--- config.mk ---
export PLATFORM = sky130hd
export DESIGN_NAME = fault_release_sequencer
export DESIGN_NICKNAME = d
export VERILOG_FILES = /design/src/rtl/rdg_pkg.sv /design/src/rtl/rdg_src_qualifier.sv /design/src/rtl/rdg_release_timer.sv /design/src/rtl/rdg_od_lane.sv /design/src/rtl/fault_release_sequencer.sv
export SDC_FILE = /design/constraint.sdc
export NUM_CORES = 1
export LEC_CHECK = 0
export CAP_MARGIN = 20
export CORE_ASPECT_RATIO = 0.8
export CORE_MARGIN = 2
export CORE_UTILIZATION = 55
export DETAILED_ROUTE_END_ITERATION = 8
export GPL_TIMING_DRIVEN = 0
export PLACE_DENSITY = 0.74
export REMOVE_ABC_BUFFERS = 1
export SETUP_SLACK_MARGIN = 0.2
export SYNTH_ARGS = -nofsm -noshare
export SYNTH_HDL_FRONTEND = slang
export SYNTH_SLANG_ARGS = --single-unit
--- constraint.sdc ---
create_clock -name clk -period 2.2 [get_ports clk]
set_input_delay 0.33 -clock clk [delete_from_list [all_inputs] [get_ports clk]]
set_output_delay 0.33 -clock clk [all_outputs]
set_load 0.1 [all_outputs]
--- src/rtl/rdg_pkg.sv ---
package rdg_pkg;

    localparam int unsigned N_LANES = 2;
    localparam int unsigned MIN_MS  = 100;
    localparam int unsigned MAX_MS  = 200;
    localparam int unsigned SYNC_ST = 2;

    typedef enum logic [1:0] {
        PH_FAULT = 2'd0,
        PH_COUNT = 2'd1,
        PH_RUN   = 2'd2
    } phase_e;

    typedef struct packed {
        logic supply_ok;
        logic sense_ok;
        logic manual_n;
    } src_t;

    function automatic logic src_fault(src_t s);
        return !(s.supply_ok && s.sense_ok && s.manual_n);
    endfunction

    function automatic int unsigned clamp_ms(int unsigned ms);
        if (ms < MIN_MS) return MIN_MS;
        if (ms > MAX_MS) return MAX_MS;
        return ms;
    endfunction

    function automatic int unsigned hold_cycles(int unsigned khz,
                                                int unsigned ms,
                                                int unsigned ovr);
        if (ovr != 0) return (ovr < 2) ? 2 : ovr;
        return khz * clamp_ms(ms);
    endfunction

endpackage

--- src/rtl/rdg_src_qualifier.sv ---
module rdg_src_qualifier
    import rdg_pkg::*;
(
    input  logic clk,
    input  logic rst,
    input  src_t src_i,
    output logic flt_async_o,
    output logic qual_ok_o
);

    logic [SYNC_ST-1:0] sync_q;

    assign flt_async_o = src_fault(src_i);

    // Any fault clears the chain without a clock; release is re-timed.
    always_ff @(posedge clk or posedge flt_async_o) begin
        if (flt_async_o) begin
            sync_q <= '0;
        end else if (rst) begin
            sync_q <= '0;
        end else begin
            sync_q <= {sync_q[SYNC_ST-2:0], 1'b1};
        end
    end

    assign qual_ok_o = sync_q[SYNC_ST-1];

endmodule

--- src/rtl/rdg_release_timer.sv ---
module rdg_release_timer
    import rdg_pkg::*;
#(
    parameter int unsigned HOLD = 150000
) (
    input  logic   clk,
    input  logic   rst,
    input  logic   flt_async_i,
    input  logic   qual_ok_i,
    output phase_e phase_o,
    output logic   rel_pulse_o
);

    localparam int unsigned CW = $clog2(HOLD + 1);
    localparam logic [CW-1:0] LAST = CW'(HOLD - 1);

    phase_e        ph_q;
    logic [CW-1:0] cnt_q;
    logic          pulse_q;

    always_ff @(posedge clk or posedge flt_async_i) begin
        if (flt_async_i) begin
            ph_q    <= PH_FAULT;
            cnt_q   <= '0;
            pulse_q <= 1'b0;
        end else if (rst) begin
            ph_q    <= PH_FAULT;
            cnt_q   <= '0;
            pulse_q <= 1'b0;
        end else begin
            pulse_q <= 1'b0;
            case (ph_q)
                PH_FAULT: begin
                    if (qual_ok_i) begin
                        ph_q  <= PH_COUNT;
                        cnt_q <= CW'(1);
                    end
                end
                PH_COUNT: begin
                    if (cnt_q == LAST) begin
                        ph_q    <= PH_RUN;
                        cnt_q   <= '0;
                        pulse_q <= 1'b1;
                    end else begin
                        cnt_q <= cnt_q + 1'b1;
                    end
                end
                default: begin
                    ph_q <= PH_RUN;
                end
            endcase
        end
    end

    assign phase_o     = ph_q;
    assign rel_pulse_o = pulse_q;

endmodule

--- src/rtl/rdg_od_lane.sv ---
module rdg_od_lane (
    input  logic drive_req_i,
    input  logic ext_pull_i,
    output logic drv_en_o,
    output logic pad_n_o
);

    assign drv_en_o = drive_req_i;
    // Wired level: low if this driver or any outside driver pulls.
    assign pad_n_o  = ~(drive_req_i | ext_pull_i);

endmodule

--- src/rtl/fault_release_sequencer.sv ---
module fault_release_sequencer
    import rdg_pkg::*;
#(
    parameter int unsigned CLK_KHZ   = 1000,
    parameter int unsigned DELAY_MS  = 150,
    parameter int unsigned DELAY_OVR = 0
) (
    input  logic clk,
    input  logic rst,
    input  logic supply_ok_i,
    input  logic sense_ok_i,
    input  logic manual_n_i,
    input  logic pull_a_i,
    input  logic pull_b_i,
    output logic drv_a_o,
    output logic drv_b_o,
    output logic rst_a_n_o,
    output logic rst_b_n_o,
    output logic delay_busy_o,
    output logic release_pulse_o
);

    localparam int unsigned HOLD = hold_cycles(CLK_KHZ, DELAY_MS, DELAY_OVR);

    src_t               src;
    logic               flt_async;
    logic               qual_ok;
    phase_e             phase;
    logic               drive_req;
    logic [N_LANES-1:0] pull_v;
    logic [N_LANES-1:0] drv_v;
    logic [N_LANES-1:0] pad_v;

    assign src = '{supply_ok: supply_ok_i, sense_ok: sense_ok_i, manual_n: manual_n_i};

    rdg_src_qualifier u_qual (
        .clk         (clk),
        .rst         (rst),
        .src_i       (src),
        .flt_async_o (flt_async),
        .qual_ok_o   (qual_ok)
    );

    rdg_release_timer #(.HOLD(HOLD)) u_timer (
        .clk         (clk),
        .rst         (rst),
        .flt_async_i (flt_async),
        .qual_ok_i   (qual_ok),
        .phase_o     (phase),
        .rel_pulse_o (release_pulse_o)
    );

    assign drive_req    = (phase != PH_RUN) || rst;
    assign delay_busy_o = (phase == PH_COUNT) && !rst;

    assign pull_v = {pull_b_i, pull_a_i};

    for (genvar g = 0; g < N_LANES; g++) begin : g_lane
        rdg_od_lane u_lane (
            .drive_req_i (drive_req),
            .ext_pull_i  (pull_v[g]),
            .drv_en_o    (drv_v[g]),
            .pad_n_o     (pad_v[g])
        );
    end

    assign drv_a_o   = drv_v[0];
    assign drv_b_o   = drv_v[1];
    assign rst_a_n_o = pad_v[0];
    assign rst_b_n_o = pad_v[1];

endmodule

==> metrics.txt <==
port buffer count=12; drt pass-1 iters=4; vias per cell=6.41; number of CTS-inserted buffers=3; post-synthesis average cell area=10.3 um^2; Reg clk slew, reported paths=0.13 ns; n_diodes=0; Site Rows=15; TritonCTS clock tree=built; Root Buffer=clkbuf_4; total grt overflow=0; RSZ-0062 raised after global routing=false; Worst Path Arrival=1.55 ns; Syn Inst Count=125; synthesis-to-finish area growth=14.3%; Cell Area, Placed=1400 um^2; commonest non-fill, non-tap cells in the layout=23 x dfrtp_1, 8 x a21oi_1; WL/cell=16.1 um; final net count=147; Post-Syn Area=1290 um^2; Util after Layout=67.3%; Post-DP HPWL=1740 um; DIE HEIGHT=47.4 um; initial antenna violation count=0; P_leak=0.000612 uW; P per Cell Area=481 nW/um^2; Initial Util=58.9%; Final Setup Violations=0; Post-Route WL=2630 um; WP data required=1.87 ns; Worst-Margin Slew=0.947 ns; DR top layer=met4; Slew HR=37.1%; synth unique cells=39; H-Tree Depth=1; Starting DRT DRC Count=43; Clock Sinks=23; largest net degree at the start of global routing=24; fin area=1480 um^2; largest cells by area after synthesis=dfrtp_1 45%, a22oi_1 4.1%, o31ai_1 4.1%; post-synth top area share=44.5%; run status=completed; clock latency on the worst-skew pair=0.31 ns; share of the yosys chip area belonging to registers=44.5%; DRC=0; Synth Warn #=0; Hold Fails Final Rpt=0; met1 WL=1350 um; Max Clock Freq=531 MHz; CP startpoint kind=register; fin. max-slew vios=0; first-pass GRT wire length=4270 um; WL met2=1170 um; clock period minus worst slack=1.88 ns; RePlAce Congestion=0.846; GRT Total Usage=20.8%; Yosys top cell by area=dfrtp_1; vias in the first global route=951; synthesized flop and latch total=23; Crit Path Category=reg -> out; maximum capacitance violations=0; fin crit share=85.7%; critical path peak fanout=4; Final WS setup=0.315 ns; Post-DRT Antenna Nets=0; ratio of cells with drive above 1 in the final layout=15.9%; Place WS=-0.745 ns; width of the chip=58.2 um; die area=2760 um^2; top_reg_cell synth=dfrtp_1; core box area=2200 um^2; Max Clock Skew=0.00255 ns; reg-to-reg slack, setup=0.34 ns; asr flop ratio synth=100%; Post-synth EDFFs=0; I/O pin count=13; WL met3=87 um; commonest non-fill, non-tap cell in the layout=dfrtp_1; hold crit path type=in -> async; Max Root-Sink Buffers=2; via count=1045; Crit. End Element=primary output; Layout fillers=169; Worst VDD drop=0.000511 V
cells by family after synthesis:
logic type                 after synthesis  synth area share, %
adders and majority gates                1                0.968
buffers and inverters                   14                 5.42
muxes                                    1                0.774
and+or+nand+nor                         40                 20.0
DFF                                     23                 44.5
AOI/OAI and AO/OA                       40                 24.2
xor gates and xnor gates                 6                 4.07
per-layer routing:
metal	global-route usage (%)	up-vias
met5	0	-
met4	5.12	0
met3	5.79	2
met2	34.1	18
met1	28.0	513
li1	-	512
flip-flops by register name (all words and copies together) (netlist names):
| name | flops |
|---|---|
| u_qual.sync_q | 2 |
| u_timer.cnt_q | 18 |
| u_timer.phase_o | 2 |
| u_timer.rel_pulse_o | 1 |
critical path, stage by stage, from the launching register on:
cell and delay (ns):
dfrtp_1 0.42, inv_1 0.10, nor3_2 0.31, clkbuf_4 0.41
worst paths after layout:
kind	endpoint	start	cells past startpoint
hold reg to reg	u_qual.sync_q[1]$_DFF_PN0_	u_qual.sync_q[0]$_DFF_PN0_	1
setup / recovery	delay_busy_o	u_timer.phase_o[0]$_DFFE_PN0P_	3
max in group asynchronous	u_timer.cnt_q[7]$_DFFE_PN0P_	manual_n_i	3
hold / removal	u_timer.phase_o[1]$_DFFE_PN0P_	sense_ok_i	2
setup reg to reg	u_timer.cnt_q[16]$_DFFE_PN0P_	u_timer.cnt_q[0]$_DFFE_PN0P_	5
min in group clk	u_qual.sync_q[1]$_DFF_PN0_	u_qual.sync_q[0]$_DFF_PN0_	1
report_power, final:
group	internal [uW]	switching, uW	leakage (uW)	total, uW
Sequential	430	7.58	0.000313	437
Combinational	31.1	43.1	0.000283	74.2
Clock	70.9	128	0.0000150	199
timing repair:
action / in CTS / in global routing
cloned: 0 / 0
pin swaps: 0 / 1
setup endpoints to repair: 6 / 18
buffers inserted: 0 / 4
resized for setup: 31 / 1
hold buffers: 0 / 0
Yosys cell counts (2+ instances only):
| cell type | instances |
|---|---|
| dfrtp_1 | 23 |
| a21oi_1 | 8 |
| a22oi_1 | 7 |
| o31ai_1 | 7 |
| or4_1 | 7 |
| inv_1 | 6 |
| nand3_1 | 5 |
| o21ai_0 | 5 |
| or3_1 | 5 |
| and4_1 | 4 |
| nand2_1 | 4 |
| nor2_1 | 4 |
| xor2_1 | 4 |
| a22oi_2 | 3 |
| clkbuf_1 | 3 |
| o2111ai_1 | 3 |
| and3_1 | 2 |
| buf_2 | 2 |
| buf_4 | 2 |
| xnor2_1 | 2 |
cell type report:
class	count	area, um^2	share of cell area (%)
Clock buffer	4	26.3	1.78
Sequential cell	23	576	38.9
Timing Repair Buffer	17	175	11.9
Tap cell	25	31.3	2.12
Multi-Input combinational cell	88	647	43.8
Inverter	6	22.5	1.52
per-stage QoR:
stage | hold WS [ns] | total power [uW] | cells | setup TNS (ns)
finish | 0.422 | 711 | 163 | 0
floorplan | 0.393 | 486 | 117 | -8.51
global route | 0.468 | 741 | 163 | 0
detailed placement | 0.465 | 512 | 154 | -3.52
CTS | 0.494 | 706 | 158 | 0
global placement | 0.446 | 511 | 154 | -3.38
(Power assumes the default switching activity.)
